==> src/rtl/selch_pkg.sv <==
package selch_pkg;
   localparam int CB_EXA  = 6;
   localparam int CB_RD   = 5;
   localparam int CB_GO   = 4;
   localparam int CB_STOP = 3;
   localparam int CB_SSTA = 2;
   localparam int ST_BUSY = 3;

   typedef enum logic [1:0] {
      AM_NARROW = 2'b00,
      AM_BANKED = 2'b01,
      AM_WIDE   = 2'b10,
      AM_RSVD   = 2'b11
   } amode_e;
endpackage

==> src/rtl/selch_loadseq.sv <==
module selch_loadseq #(
   parameter int ADDR_W = 20
) (
   input  logic              wide,
   input  logic [ADDR_W-1:0] sa,
   input  logic [ADDR_W-1:0] ea,
   input  logic [2:0]        wcnt,
   input  logic [7:0]        din,
   output logic              accept,
   output logic [ADDR_W-1:0] sa_n,
   output logic [ADDR_W-1:0] ea_n,
   output logic [2:0]        wcnt_n
);
   localparam logic [2:0]        CAP_NARROW = 3'd4;
   localparam logic [2:0]        CAP_WIDE   = 3'd6;
   localparam logic [2:0]        LAST_WIDE  = CAP_WIDE - 3'd1;
   localparam logic [ADDR_W-1:0] MASK_ALL   = {ADDR_W{1'b1}};
   localparam logic [ADDR_W-1:0] MASK_16    = {{(ADDR_W-16){1'b0}}, 16'hFFFF};

   always_comb begin
      accept = wcnt < (wide ? CAP_WIDE : CAP_NARROW);
      sa_n   = sa;
      ea_n   = ea;
      wcnt_n = wcnt;
      if (accept) begin
         wcnt_n = wcnt + 3'd1;
         if (wide && (wcnt == LAST_WIDE)) begin
            ea_n = {ea[ADDR_W-9:0], din};
         end else begin
            sa_n = {sa[ADDR_W-9:0], ea[15:8]} & (wide ? MASK_ALL : MASK_16);
            ea_n = {{(ADDR_W-16){1'b0}}, ea[7:0], din};
         end
      end
   end
endmodule

==> src/rtl/selch_rdback.sv <==
module selch_rdback #(
   parameter int ADDR_W = 20
) (
   input  logic [ADDR_W-1:0] sa,
   input  logic [1:0]        ptr,
   input  logic              ext,
   output logic [7:0]        byte_o,
   output logic [1:0]        ptr_n
);
   localparam int NB = (ADDR_W + 7) / 8;

   logic [7:0] lanes [NB];

   for (genvar g = 0; g < NB; g++) begin : g_lane
      assign lanes[g] = 8'(sa >> (8 * g));
   end

   assign byte_o = (32'(ptr) < NB) ? lanes[ptr] : 8'h00;
   assign ptr_n  = (ptr == 2'd0) ? (ext ? 2'd2 : 2'd1) : ptr - 2'd1;
endmodule

==> src/rtl/selch_xfer.sv <==
module selch_xfer #(
   parameter int ADDR_W = 20,
   parameter int CNT_W  = 8
) (
   input  logic              clk,
   input  logic              rst_n,
   input  logic              start,
   input  logic [CNT_W-1:0]  count,
   input  logic              go,
   input  logic              stall,
   input  logic [ADDR_W-1:0] sa,
   input  logic [ADDR_W-1:0] ea,
   input  logic              mem_ack,
   output logic              mem_req,
   output logic              fire,
   output logic              at_end,
   output logic              busy
);
   localparam logic [CNT_W-1:0] ONE = CNT_W'(1);

   logic             active_q;
   logic [CNT_W-1:0] rem_q;

   assign mem_req = active_q && go && !stall;
   assign fire    = mem_req && mem_ack;
   assign at_end  = fire && (sa == ea);
   assign busy    = active_q;

   always_ff @(posedge clk or negedge rst_n) begin
      if (!rst_n) begin
         active_q <= 1'b0;
         rem_q    <= '0;
      end else if (!go) begin
         active_q <= 1'b0;
      end else if (fire) begin
         rem_q <= rem_q - ONE;
         if (at_end || (rem_q == ONE)) active_q <= 1'b0;
      end else if (start && !active_q && (count != '0)) begin
         active_q <= 1'b1;
         rem_q    <= count;
      end
   end

   AST_FIRE_NEEDS_COUNT: assert property (@(posedge clk) disable iff (!rst_n)
      fire |-> (rem_q != '0));
endmodule

==> src/rtl/selch_dma.sv <==
module selch_dma
   import selch_pkg::*;
#(
   parameter int ADDR_W = 20,
   parameter int CNT_W  = 8,
   parameter int DEV_W  = 8
) (
   input  logic              clk,
   input  logic              rst_n,
   input  logic [1:0]        addr_mode,
   input  logic              host_wr_en,
   input  logic [7:0]        host_wr_data,
   input  logic              host_rd_en,
   output logic [7:0]        host_rd_data,
   input  logic              host_cmd_en,
   input  logic [7:0]        host_cmd,
   output logic [7:0]        host_status,
   input  logic [7:0]        dev_status,
   input  logic              dev_sel_en,
   input  logic [DEV_W-1:0]  dev_sel_num,
   input  logic [DEV_W-1:0]  dev_id,
   output logic              dev_active,
   input  logic              dev_xfer_start,
   input  logic [CNT_W-1:0]  dev_xfer_count,
   output logic              dev_xfer_busy,
   input  logic              dev_stop,
   output logic              mem_req,
   output logic              mem_we,
   output logic [ADDR_W-1:0] mem_addr,
   input  logic              mem_ack,
   output logic              irq
);
   localparam logic [ADDR_W-1:0] MASK_ALL = {ADDR_W{1'b1}};
   localparam logic [ADDR_W-1:0] MASK_16  = {{(ADDR_W-16){1'b0}}, 16'hFFFF};
   localparam logic [7:0]        EXT_BITS = 8'((1 << CB_EXA) | (1 << CB_SSTA));
   localparam logic [7:0]        BUSY_VAL = 8'(1 << ST_BUSY);
   localparam logic [2:0]        SHORT_LD = 3'd4;

   if (ADDR_W < 18 || ADDR_W > 24) begin : g_chk_aw
      $error("selch_dma: ADDR_W must lie in 18..24");
   end
   if (CNT_W < 1 || DEV_W < 1) begin : g_chk_w
      $error("selch_dma: CNT_W and DEV_W must be positive");
   end

   logic [ADDR_W-1:0] sa_q, ea_q;
   logic              exa_q, rd_q, go_q, ssta_q, irq_q;
   logic [1:0]        rdp_q;
   logic [2:0]        wcnt_q;
   logic [DEV_W-1:0]  sdv_q;

   logic              wide;
   logic [7:0]        cmd_eff;
   logic [ADDR_W-1:0] bank_w, go_sa, go_ea;

   logic              ld_accept;
   logic [ADDR_W-1:0] ld_sa, ld_ea;
   logic [2:0]        ld_wcnt;
   logic [1:0]        rb_ptr_n;
   logic              xf_fire, xf_end, xf_stall;

   assign wide    = (amode_e'(addr_mode) == AM_WIDE);
   assign cmd_eff = wide ? host_cmd : (host_cmd & ~EXT_BITS);
   assign bank_w  = (amode_e'(addr_mode) == AM_BANKED) ? (ADDR_W'(cmd_eff[1:0]) << 16) : '0;

   always_comb begin
      go_sa = sa_q;
      go_ea = ea_q;
      if (wcnt_q <= SHORT_LD) begin
         go_sa = (sa_q & MASK_16) | bank_w;
         go_ea = (ea_q & MASK_16) | bank_w;
      end
      go_sa[0] = 1'b0;
      if (go_ea <= go_sa) go_ea = go_ea | (wide ? MASK_ALL : MASK_16);
   end

   selch_loadseq #(.ADDR_W(ADDR_W)) u_load (
      .wide(wide), .sa(sa_q), .ea(ea_q), .wcnt(wcnt_q), .din(host_wr_data),
      .accept(ld_accept), .sa_n(ld_sa), .ea_n(ld_ea), .wcnt_n(ld_wcnt)
   );

   selch_rdback #(.ADDR_W(ADDR_W)) u_rdback (
      .sa(sa_q), .ptr(rdp_q), .ext(exa_q && wide),
      .byte_o(host_rd_data), .ptr_n(rb_ptr_n)
   );

   assign xf_stall = host_cmd_en || host_wr_en || dev_stop;

   selch_xfer #(.ADDR_W(ADDR_W), .CNT_W(CNT_W)) u_xfer (
      .clk(clk), .rst_n(rst_n), .start(dev_xfer_start), .count(dev_xfer_count),
      .go(go_q), .stall(xf_stall), .sa(sa_q), .ea(ea_q), .mem_ack(mem_ack),
      .mem_req(mem_req), .fire(xf_fire), .at_end(xf_end), .busy(dev_xfer_busy)
   );

   always_ff @(posedge clk or negedge rst_n) begin
      if (!rst_n) begin
         sa_q   <= '0;
         ea_q   <= '0;
         exa_q  <= 1'b0;
         rd_q   <= 1'b0;
         go_q   <= 1'b0;
         ssta_q <= 1'b0;
         irq_q  <= 1'b0;
         rdp_q  <= 2'd1;
         wcnt_q <= '0;
         sdv_q  <= '0;
      end else begin
         if (host_cmd_en) begin
            if (cmd_eff[CB_STOP]) begin
               exa_q  <= cmd_eff[CB_EXA];
               ssta_q <= cmd_eff[CB_SSTA];
               go_q   <= 1'b0;
               rd_q   <= 1'b0;
               irq_q  <= 1'b0;
               rdp_q  <= (cmd_eff[CB_EXA] && wide) ? 2'd2 : 2'd1;
               wcnt_q <= '0;
            end else if (cmd_eff[CB_GO]) begin
               exa_q  <= cmd_eff[CB_EXA];
               ssta_q <= cmd_eff[CB_SSTA];
               rd_q   <= cmd_eff[CB_RD];
               go_q   <= 1'b1;
               sa_q   <= go_sa;
               ea_q   <= go_ea;
            end
         end else begin
            if (host_wr_en) begin
               sa_q   <= ld_sa;
               ea_q   <= ld_ea;
               wcnt_q <= ld_wcnt;
            end else if (host_rd_en) begin
               rdp_q <= rb_ptr_n;
            end
            if (dev_stop || xf_end) begin
               irq_q <= 1'b1;
               go_q  <= 1'b0;
               rd_q  <= 1'b0;
            end else if (xf_fire) begin
               sa_q <= sa_q + 1'b1;
            end
         end
         if (dev_sel_en) sdv_q <= dev_sel_num;
      end
   end

   assign host_status = go_q ? BUSY_VAL : (ssta_q ? 8'h00 : (dev_status & ~BUSY_VAL));
   assign dev_active  = go_q && (sdv_q == dev_id);
   assign mem_we      = !rd_q;
   assign mem_addr    = sa_q;
   assign irq         = irq_q;

   AST_PTR_RANGE: assert property (@(posedge clk) disable iff (!rst_n)
      rdp_q != 2'd3);
   AST_NARROW_CAP: assert property (@(posedge clk) disable iff (!rst_n)
      (host_wr_en && !host_cmd_en && !wide && (wcnt_q >= SHORT_LD)) |=> $stable(mem_addr));
   AST_WIDE_CAP: assert property (@(posedge clk) disable iff (!rst_n)
      (host_wr_en && !host_cmd_en && wide && !ld_accept) |=> ($stable(mem_addr) && $stable(ea_q)));
   AST_STOP_IDLE: assert property (@(posedge clk) disable iff (!rst_n)
      (host_cmd_en && cmd_eff[CB_STOP]) |=> (!host_status[ST_BUSY] && !irq));
   AST_GO_ORDER: assert property (@(posedge clk) disable iff (!rst_n)
      (host_cmd_en && !cmd_eff[CB_STOP] && cmd_eff[CB_GO]) |=> (!mem_addr[0] && (ea_q > mem_addr)));
   AST_REQ_BUSY: assert property (@(posedge clk) disable iff (!rst_n)
      mem_req |-> host_status[ST_BUSY]);
   AST_END_IRQ: assert property (@(posedge clk) disable iff (!rst_n)
      (mem_req && mem_ack && (mem_addr == ea_q)) |=> (irq && !host_status[ST_BUSY] && $stable(mem_addr)));
   AST_DEV_STOP: assert property (@(posedge clk) disable iff (!rst_n)
      (dev_stop && !host_cmd_en) |=> (irq && !host_status[ST_BUSY]));
endmodule

==> config.mk <==
export PLATFORM = sky130hd
export DESIGN_NAME = selch_dma
export DESIGN_NICKNAME = d
export VERILOG_FILES = /design/src/rtl/selch_pkg.sv /design/src/rtl/selch_loadseq.sv /design/src/rtl/selch_rdback.sv /design/src/rtl/selch_xfer.sv /design/src/rtl/selch_dma.sv
export SDC_FILE = /design/constraint.sdc
export NUM_CORES = 1
export LEC_CHECK = 0
export ABC_AREA = 1
export BUFFER_PORTS_ARGS = -buffer_cell sky130_fd_sc_hd__buf_4
export CELL_PAD_IN_SITES_DETAIL_PLACEMENT = 1
export CELL_PAD_IN_SITES_GLOBAL_PLACEMENT = 1
export CORE_ASPECT_RATIO = 1.4
export CORE_UTILIZATION = 43
export CTS_BUF_LIST = sky130_fd_sc_hd__clkbuf_16
export CTS_CLUSTER_SIZE = 8
export DETAILED_ROUTE_END_ITERATION = 10
export PLACE_DENSITY = 0.86
export SYNTH_ARGS = -nofsm -noshare
export SYNTH_HDL_FRONTEND = slang
export SYNTH_HIERARCHICAL = 1
export SYNTH_SLANG_ARGS = --single-unit
==> constraint.sdc <==
create_clock -name clk -period 4.02 [get_ports clk]
set_input_delay 0.402 -clock clk [delete_from_list [all_inputs] [get_ports clk]]
set_output_delay 0.402 -clock clk [all_outputs]
set_load 0.01 [all_outputs]
==> results.sh, run 1 <==
export IMPL_synthesis_nets=1072
export IMPL_grt_pass1_vias=7060
export IMPL_htreeDepth=3
export IMPL_cts_resized=0
export IMPL_yosys_warnings=6
export IMPL_yosys_cell_types_count=49
export IMPL_antenna_cells=0
export IMPL_fin_skew_ns=0.00917
export IMPL_maxCapViolations=0
export IMPL_path_buf_inv=2
export IMPL_cts_tree="done"
export IMPL_synthSimpleGateAreaFrac_pct=42.0
export IMPL_rsz0062_at_grt="no"
export IMPL_p_leak_nw=3.92
export IMPL_path_cells="nor2_1 > nor2_1 > nor2_1 > nand2_1 > nor2_1 > nand3_1 > inv_1 > or2_1 > nor2_4 > inv_2 > a21oi_4 > o21ai_0 > a32oi_1"
export IMPL_whs_ns=0.200
export IMPL_ant_nets=0
export IMPL_io_pins=100
export IMPL_p_comb_share_pct=48.5
export IMPL_dieArea_mm2=0.0145
export IMPL_groute_usage_overall_pct=30.6
export IMPL_fill_cells=1920
export IMPL_cpMaxStageDelayCell="dfrtp_1"
export IMPL_use_met3_pct=3.94
export IMPL_status="finished clean"
export IMPL_synthAdderAreaFrac_pct=5.00
export IMPL_portBuffers=97
export IMPL_worstSetupStartpointType="flip-flop"
export IMPL_tightest_slew_ns=0.950
export IMPL_worstSetupPathType="flip-flop to flip-flop"
export IMPL_critical_path_top_delay_family="simple AND/OR/NAND/NOR gates"
export IMPL_power_density_mw_per_mm2=637
export IMPL_use_met1_pct=35.2
export IMPL_muxShareOfSynthArea_pct=0.562
export IMPL_core_mm2=0.0135
export IMPL_grt_max_degree=68
export IMPL_end_kind="flip-flop"
export IMPL_synthToLayoutAreaGrowth_pct=18.8
export IMPL_routed_wl_um=20800
export IMPL_yosys_register_bits=67
export IMPL_critical_path_max_stage_delay_ns=0.66
export IMPL_root_buffer="clkbuf_16"
export IMPL_rows=50
export IMPL_drt_iter0_drc=268
export IMPL_syn_avg_cell_area_um2=6.08
export IMPL_layout_worst_path_cycle_share_pct=70.2
export IMPL_synth_xor_area_share_pct=1.31
export IMPL_swShare_pct=48.1
export IMPL_numCtsBuffers=9
export IMPL_setup_viol=0
export IMPL_yosysSeqAreaShare_pct=27.9
export IMPL_drc_errors=0
export IMPL_clk_path_buf_depth=2
export IMPL_ys_async_sr_fraction_pct=100
export IMPL_cts_sinks=67
export IMPL_max_freq_mhz=354
export IMPL_min_period_ns=2.82
export IMPL_drt_pre_antenna_iters=5
export IMPL_use_met2_pct=56.4
export IMPL_synth_area_mm2=0.00601
export IMPL_hold_viol_final=0
export IMPL_p_sw_w=0.00219
export IMPL_synth_flop_cell="dfrtp_1"
export IMPL_crit_fanout=20
export IMPL_pwr_share_clk_pct=20.5
export IMPL_cp_common_cell="nor2_1"
export IMPL_hold_buffers=0
export IMPL_fin_ws_ns=1.20
export IMPL_num_vias=6808
export IMPL_die_y_um=142
export IMPL_final_util_pct=52.8
export IMPL_ir_drop_uv=324
export IMPL_wire_per_inst_um=16.6
export IMPL_regToRegSetupSlack_ns=1.20
export IMPL_path_clk_slew_ns=0.06
export IMPL_arrival_ns=3.08
export IMPL_synth_compound_area_share_pct=11.7
export IMPL_via_per_inst=5.42
export IMPL_clkLatencyLatePin_ns=0.35
export IMPL_synth_top_area_cell="dfrtp_1"
export IMPL_layout_drive_gt1_share_pct=15.2
export IMPL_intPower_w=0.00236
export IMPL_power_frac_seq_pct=31.1
export IMPL_postSynthCellCount=989
export IMPL_place_gp_congestion=0.861
export IMPL_grt_overflow=0
export IMPL_relSlewSlack_pct=36.7
export IMPL_synth_top_area_share_pct=27.5
export IMPL_place_ws_ns=0.960
export IMPL_synth_top_family_by_area="simple AND/OR/NAND/NOR gates"
export IMPL_yosys_top_cells_area="dfrtp_1, nand2_1, inv_1, nor2_1, ha_1"
export IMPL_grt_pass1_wl_um=34400
export IMPL_synth_edff_count=0
export IMPL_nets=1153
export IMPL_place_hpwl_um=14800
export IMPL_setup_tns_ns=0
export IMPL_grt_busiest_layer="met2"
export IMPL_worstPathRequired_ns=4.28
export IMPL_initial_utilization_pct=44.5
export IMPL_post_cts_buffers=0
export IMPL_min_path_type="primary input to async pin"
export IMPL_drv_slew=0
export IMPL_antenna_found_initial=0
export IMPL_fp_dieW_um=102
synth_stat cells (3+ instances only):
library cell,count
nand3_1,56
o31ai_1,3
nand2_2,8
nand2_1,413
nand2_4,3
a22oi_1,3
mux2_2,3
o21ai_0,45
a31oi_1,3
buf_4,5
nand4_1,9
nor2_1,84
inv_1,119
nor3_1,11
ha_1,24
clkbuf_1,10
buf_6,8
buf_2,10
a21oi_1,30
nor2_2,6
o22ai_1,4
o21ai_1,10
dfrtp_1,66
xor2_1,4
nor2_4,3
xnor2_1,5
o21ai_2,5
inv_2,5
o211ai_1,8
layout by cell type, fill, tap and decap left out, types with 2 or more instances in the layout:
master / count
clkinv_2: 2
o31ai_1: 3
o22ai_1: 4
and2_1: 2
ha_1: 24
nand2_4: 3
a21oi_1: 30
nor2_4: 3
nand3b_1: 2
bufinv_16: 3
nor3_1: 11
nand2_1: 413
o21ai_1: 10
buf_4: 104
dfrtp_1: 66
o2111ai_1: 2
nand4_1: 9
nand2_2: 8
nand3_2: 2
o21ai_2: 5
o211ai_1: 8
inv_2: 5
nor3_2: 2
o21ai_0: 45
a22oi_1: 3
nand3_1: 56
or2_2: 2
inv_1: 119
clkbuf_16: 9
xnor2_1: 5
mux2_2: 3
nor2_2: 6
nor2_1: 84
xor2_1: 4
a31oi_1: 3
path summary, 6_finish.rpt:
check / depth (start not counted) / startpoint / endpoint
hold / removal: 1 / rst_n / mem_addr[12]
setup / recovery: 13 / mem_addr[5] / mem_addr[2]
min in group clk: 3 / dev_sel_num[7] / sdv_q[7]
max in group asynchronous: 1 / rst_n / ea_q[17]
setup reg to reg: 13 / mem_addr[5] / mem_addr[2]
hold reg to reg: 2 / exa_q / exa_q
cell families (layout without fill, tap and decap cells):
kind of cell / count (synthesis) / count (layout)
multiplexers: 3 / 3
AND/OR/NAND/NOR: 607 / 607
buffers and inverters: 159 / 245
adder cells (fa/ha/maj): 24 / 24
XOR/XNOR: 9 / 9
flip-flops: 67 / 67
AO/OA/AOI/OAI: 120 / 120
flip-flops by register name, summed over array words and instances (netlist names):
register / count
rd_q: 1
exa_q: 1
u_xfer/rem_q: 8
u_xfer/busy: 1
mem_addr: 20
go_q: 1
wcnt_q: 3
rdp_q: 2
sdv_q: 8
ea_q: 20
irq: 1
ssta_q: 1
layout make-up:
class                   instances  area (µm²)  area share, %
flip-flops and latches         67        1680           23.5
clock buffers                   9         225           3.16
inverters                     125         470           6.59
well taps                     182         228           3.19
multi-input cells             763        3640           51.0
repair buffers                104         781           10.9
clock inverters                 7         115           1.61
stage by stage:
| step | instance area [µm²] | total power, W | cells |
|---|---|---|---|
| after floorplan | 6010 | 0.00279 | 989 |
| after global placement | 6800 | 0.00348 | 1241 |
| after detailed placement | 6800 | 0.00360 | 1241 |
| after CTS | 7140 | 0.00456 | 1257 |
| after global routing | 7140 | 0.00496 | 1257 |
| final | 7140 | 0.00454 | 1257 |
power groups by stage:
| stage | Combinational [W] | Sequential [W] | Clock, W |
|---|---|---|---|
| floorplan | 0.00156 | 0.00123 | 0 |
| global placement | 0.00208 | 0.00140 | 0 |
| detailed placement | 0.00219 | 0.00141 | 0 |
| CTS | 0.00222 | 0.00140 | 0.000944 |
| global route | 0.00253 | 0.00145 | 0.000982 |
| finish | 0.00220 | 0.00141 | 0.000930 |
per-layer routing:
| layer | routed length (µm) | part of all wire (%) |
|---|---|---|
| met1 | 8310 | 40 |
| met2 | 10900 | 52 |
| met3 | 1030 | 4.9 |
| met4 | 563 | 2.7 |
| met5 | 0 | 0 |
Note: power is estimated with default switching activity, not from simulation.
==> run 2, diff against run 1 <==
CORE_UTILIZATION = 40   (was 43)
PLACE_DENSITY = 0.81   (was 0.86)
clock period = 2.7 ns   (was 4.02 ns; I/O delays follow)
==> results.sh, run 2 (synthesis gave the netlist of run 1 again) <==
export IMPL_path_clk_slew_ns=0.07
export IMPL_fin_skew_ns=0.00864
export IMPL_rsz0062_at_grt="yes"
export IMPL_crit_fanout=14
export IMPL_worstPathRequired_ns=2.90
export IMPL_hold_viol_final=0
export IMPL_path_cells="inv_1 > nand2_1 > nand2_1 > nor2_1 > nand2_1 > nor2_1 > nand3_1 > inv_1 > or2_1 > nor2_4 > inv_2 > buf_4 > o211ai_1 > nand3_1 > o21ai_0"
export IMPL_wire_per_inst_um=17.1
export IMPL_rows=52
export IMPL_antenna_cells=0
export IMPL_drc_errors=0
export IMPL_layout_commonest_cell="nand2_1"
export IMPL_placed_cells_incl_taps=1285
export IMPL_max_freq_mhz=392
export IMPL_min_period_ns=2.55
export IMPL_portBuffers=97
export IMPL_ant_nets=0
export IMPL_cp_common_cell="nand2_1"
export IMPL_cpMaxStageDelayCell="dfrtp_1"
export IMPL_groute_usage_overall_pct=29.6
export IMPL_drt_iter0_drc=356
export IMPL_root_buffer="clkbuf_16"
export IMPL_antenna_found_initial=0
export IMPL_placed_area_mm2=0.00710
export IMPL_grt_overflow=0
export IMPL_die_y_um=147
export IMPL_multi_input_area_mm2=0.00368
export IMPL_worstSetupPathType="flip-flop to flip-flop"
export IMPL_min_path_type="primary input to async pin"
export IMPL_fill_cells=2022
export IMPL_via_per_inst=5.37
export IMPL_end_kind="flip-flop"
export IMPL_whs_ns=0.0177
export IMPL_ir_drop_uv=351
export IMPL_clkLatencyLatePin_ns=0.35
export IMPL_place_hpwl_um=15800
export IMPL_finalPower_w=0.00712
export IMPL_tightest_slew_ns=0.997
export IMPL_num_vias=6992
export IMPL_place_gp_congestion=0.819
export IMPL_fp_dieW_um=106
export IMPL_synthToLayoutAreaGrowth_pct=24.3
export IMPL_p_leak_nw=4.11
export IMPL_nets=1190
export IMPL_initial_utilization_pct=41.2
export IMPL_setup_tns_ns=0
export IMPL_cts_sinks=67
export IMPL_stdcell_area_mm2=0.00747
export IMPL_setup_viol=0
export IMPL_numCtsBuffers=9
export IMPL_reg2reg_depth=15
export IMPL_clk_path_buf_depth=2
export IMPL_htreeDepth=3
export IMPL_io_pins=100
export IMPL_relSlewSlack_pct=33.5
export IMPL_critical_path_max_stage_delay_ns=0.50
export IMPL_drv_slew=0
export IMPL_regToRegSetupSlack_ns=0.15
export IMPL_layout_drive_gt1_share_pct=18.6
export IMPL_core_mm2=0.0146
export IMPL_drt_pre_antenna_iters=4
export IMPL_grt_max_degree=68
export IMPL_maxCapViolations=0
export IMPL_grt_pass1_wl_um=35900
export IMPL_status="finished clean"
export IMPL_cts_tree="done"
export IMPL_worstSetupStartpointType="flip-flop"
export IMPL_routed_wl_um=22300
export IMPL_dieArea_mm2=0.0155
export IMPL_grt_pass1_vias=7347
export IMPL_final_cells=1301
export IMPL_power_density_mw_per_mm2=954
export IMPL_arrival_ns=2.75
export IMPL_layout_worst_path_cycle_share_pct=94.5
export IMPL_regArea_mm2=0.00168
export IMPL_final_cell_mix="nand2_1, buf_4, inv_1"
run 2: what timing repair did:
item                       in CTS  in global routing
setup endpoints to repair       0                 21
buffers inserted                0                  0
hold buffers                    0                  0
resized for setup               0                 11
hold endpoints to repair        0                  0
run 2: stage by stage:
step                      setup slack, ns  utilization (%)
after floorplan                     0.252                -
after global placement              0.202             48.7
after detailed placement            0.117             48.7
after CTS                          0.0777             50.9
after global routing              -0.0317             51.2
final                               0.148             51.2
run 2: final timing paths:
check,start,endpoint
worst max-delay path,ea_q[3],mem_addr[8]
worst min-delay path,rst_n,mem_addr[12]
worst max register to register,ea_q[3],mem_addr[8]
worst min register to register,exa_q,exa_q
max in group asynchronous,rst_n,mem_addr[5]
min in group clk,dev_sel_num[7],sdv_q[7]
run 2: area by class of cell:
type	count	share of cell area [%]
Inverter	125	6.30
Timing Repair Buffer	141	14.3
Tap cell	189	3.17
Clock inverter	7	1.32
Clock buffer	9	3.02
Sequential cell	67	22.5
Multi-Input combinational cell	763	49.4
run 2: report_power, final:
group          leakage (nW)  internal (W)  total [W]  switching (W)
sequential            0.815       0.00134    0.00184       0.000505
combinational          3.14       0.00150    0.00392        0.00242
clock                 0.156      0.000817    0.00136       0.000545
total                  4.11       0.00365    0.00712        0.00347
run 2: worst max-delay path: cells and delay by family (launching register included):
| family | cells | cell delay [ns] |
|---|---|---|
| AND/OR/NAND/NOR | 9 | 1.09 |
| flip-flops | 1 | 0.50 |
| buffers and inverters | 4 | 0.62 |
| AO/OA/AOI/OAI | 2 | 0.18 |
run 2: layer usage:
| layer | part of all wire, % | track usage (%) | up-vias | wire, µm |
|---|---|---|---|---|
| li1 | - | - | 3335 | - |
| met1 | 41 | 33.1 | 3457 | 9140 |
| met2 | 53 | 55.8 | 163 | 11800 |
| met3 | 3.6 | 3.73 | 37 | 799 |
| met4 | 2.6 | 12.1 | 0 | 588 |
| met5 | 0 | 0 | - | 0 |
==> run 3, diff against run 2 <==
ABC_AREA = not set   (was 1)
CORE_UTILIZATION = 43   (was 40)
PLACE_DENSITY = not set   (was 0.81)
PLACE_DENSITY_LB_ADDON = 0.1   (was not set)
==> results.sh, run 3 <==
export IMPL_status="finished clean"
export IMPL_max_freq_mhz=377
export IMPL_regToRegSetupSlack_ns=0.05
export IMPL_yosys_top_cells_area="dfrtp_1, mux2_2, ha_1, nand2_1, xor2_1"
export IMPL_ir_drop_uv=354
export IMPL_ant_nets=0
export IMPL_drc_errors=0
export IMPL_yosys_cell_types_count=73
export IMPL_die_y_um=134
export IMPL_yosysSeqAreaShare_pct=31.5
export IMPL_final_util_pct=58.6
export IMPL_path_cells="inv_1 > ha_1 > a21oi_2 > o21ai_1 > a2111oi_2 > nand4b_1 > nand4_1 > o21ai_1"
export IMPL_reg2reg_depth=8
export IMPL_initial_utilization_pct=44.7
export IMPL_worstSetupPathType="flip-flop to flip-flop"
export IMPL_grt_overflow=0
export IMPL_cpMaxStageDelayCell="a2111oi_2"
export IMPL_end_kind="flip-flop"
export IMPL_layout_worst_path_cycle_share_pct=98.3
export IMPL_place_hpwl_um=14100
export IMPL_place_ws_ns=-0.0548
export IMPL_grt_pass1_vias=5835
export IMPL_setup_tns_ns=0
export IMPL_drt_iter0_drc=288
export IMPL_rows=47
export IMPL_postSynthCellCount=604
export IMPL_tightest_slew_ns=0.919
export IMPL_layout_commonest_cell="buf_4"
export IMPL_fill_cells=1417
export IMPL_yosys_register_bits=67
export IMPL_critical_path_top_delay_family="compound AO/OA/AOI/OAI gates"
export IMPL_min_period_ns=2.65
export IMPL_critPathCapture="ea_q[18]"
export IMPL_synthToLayoutAreaGrowth_pct=31.2
export IMPL_dieArea_mm2=0.0129
export IMPL_path_buf_inv=1
export IMPL_yosysMostFrequentCell="nand2_1"
export IMPL_synth_top_area_share_pct=31.0
export IMPL_crit_path_start="mem_addr[7]"
export IMPL_synth_top_area_cell="dfrtp_1"
export IMPL_portBuffers=97
export IMPL_yosys_warnings=6
export IMPL_path_clk_slew_ns=0.06
export IMPL_htreeDepth=3
export IMPL_power_density_mw_per_mm2=768
export IMPL_relSlewSlack_pct=38.8
export IMPL_ys_async_sr_fraction_pct=100
export IMPL_antenna_found_initial=0
export IMPL_synth_edff_count=0
export IMPL_synthesis_nets=687
export IMPL_min_path_type="primary input to async pin"
export IMPL_setup_viol=0
export IMPL_root_buffer="clkbuf_16"
export IMPL_synth_area_mm2=0.00533
export IMPL_grt_pass1_wl_um=30300
export IMPL_fin_skew_ns=0.00472
export IMPL_cts_tree="done"
export IMPL_via_per_inst=6.08
export IMPL_reg2reg_to="ea_q[18]"
export IMPL_num_vias=5456
export IMPL_clk_path_buf_depth=2
export IMPL_maxCapViolations=0
export IMPL_place_gp_congestion=0.871
export IMPL_arrival_ns=2.91
export IMPL_grt_max_degree=68
export IMPL_rsz0062_at_grt="yes"
export IMPL_layout_drive_gt1_share_pct=35.2
export IMPL_core_mm2=0.0119
export IMPL_nets=828
export IMPL_clkLatencyLatePin_ns=0.34
export IMPL_hold_viol_final=0
export IMPL_final_cell_mix="buf_4, nand2_1, dfrtp_1"
export IMPL_crit_fanout=7
export IMPL_io_pins=100
export IMPL_path_depth=8
export IMPL_synthTopCellsByCount="nand2_1, dfrtp_1, nor2_1"
export IMPL_cts_sinks=67
export IMPL_cp_common_cell="o21ai_1"
export IMPL_groute_usage_overall_pct=31.1
export IMPL_r2r_start="mem_addr[7]"
export IMPL_fp_dieW_um=96.1
export IMPL_wire_per_inst_um=22.0
export IMPL_drt_pre_antenna_iters=5
export IMPL_p_leak_nw=3.17
export IMPL_syn_avg_cell_area_um2=8.83
export IMPL_worstSetupStartpointType="flip-flop"
export IMPL_synth_flop_cell="dfrtp_1"
export IMPL_worstPathRequired_ns=2.96
export IMPL_drv_slew=0
export IMPL_hold_buffers=0
export IMPL_critical_path_max_stage_delay_ns=0.61
export IMPL_numCtsBuffers=9
export IMPL_fin_ws_ns=0.0463
export IMPL_routed_wl_um=19700
export IMPL_antenna_cells=0
[run 3: kinds of logic after synthesis]
logic type | share of synthesized area [%]
AO/OA/AOI/OAI | 18.5
XOR/XNOR | 4.76
adder cells (fa/ha/maj) | 5.63
buffers and inverters | 4.93
flip-flops | 31.5
multiplexers | 10.9
AND/OR/NAND/NOR | 23.8
[run 3: how the worst min path moves through the flow]
stage                      from        to  slack [ns]
final                     rst_n  sdv_q[1]        0.06
after global routing      rst_n  sdv_q[1]        0.13
after CTS                 rst_n  sdv_q[5]        0.09
after detailed placement  rst_n  sdv_q[5]        0.46
after global placement    rst_n  sdv_q[5]        0.46
after floorplan           rst_n   ea_q[0]       -0.03
[run 3: metal layers]
metal,vias to the layer above,GRT usage [%],share of wire [%]
li1,2479,-,-
met1,2721,35.1,39
met2,200,55.3,53
met3,56,4.54,4.4
met4,0,15.6,4.3
met5,-,0,0
[run 3: power by group]
| group | leakage, nW | internal, W | total (W) | switching (W) |
|---|---|---|---|---|
| Combinational | 2.23 | 0.00122 | 0.00267 | 0.00145 |
| Sequential | 0.805 | 0.00124 | 0.00151 | 0.000271 |
| Clock | 0.133 | 0.000710 | 0.00119 | 0.000481 |
| Total | 3.17 | 0.00317 | 0.00537 | 0.00220 |
[run 3: repair_timing]
item | CTS | global route
buffers inserted | 0 | 5
resized for setup | 3 | 24
pin swaps | 0 | 15
hold endpoints to repair | 0 | 0
setup endpoints to repair | 17 | 34
gates cloned | 0 | 1
[run 3: area by class of cell]
| cell class | instances | area (µm²) | area share, % |
|---|---|---|---|
| clock buffer | 9 | 225 | 3.22 |
| clock inverter | 7 | 68.8 | 0.984 |
| inverter | 25 | 95.1 | 1.36 |
| multi-input combinational | 485 | 3550 | 50.8 |
| sequential | 67 | 1680 | 24.0 |
| tap | 147 | 184 | 2.63 |
| timing repair buffer | 157 | 1190 | 17.0 |
[run 3: through the flow]
step	cells	total power, W	hold slack, ns	area, µm²
floorplan	604	0.00291	-0.0256	5330
global placement	875	0.00385	0.456	6510
detailed placement	875	0.00398	0.458	6510
CTS	891	0.00520	0.0922	6820
global route	897	0.00566	0.134	7000
finish	897	0.00537	0.0620	7000
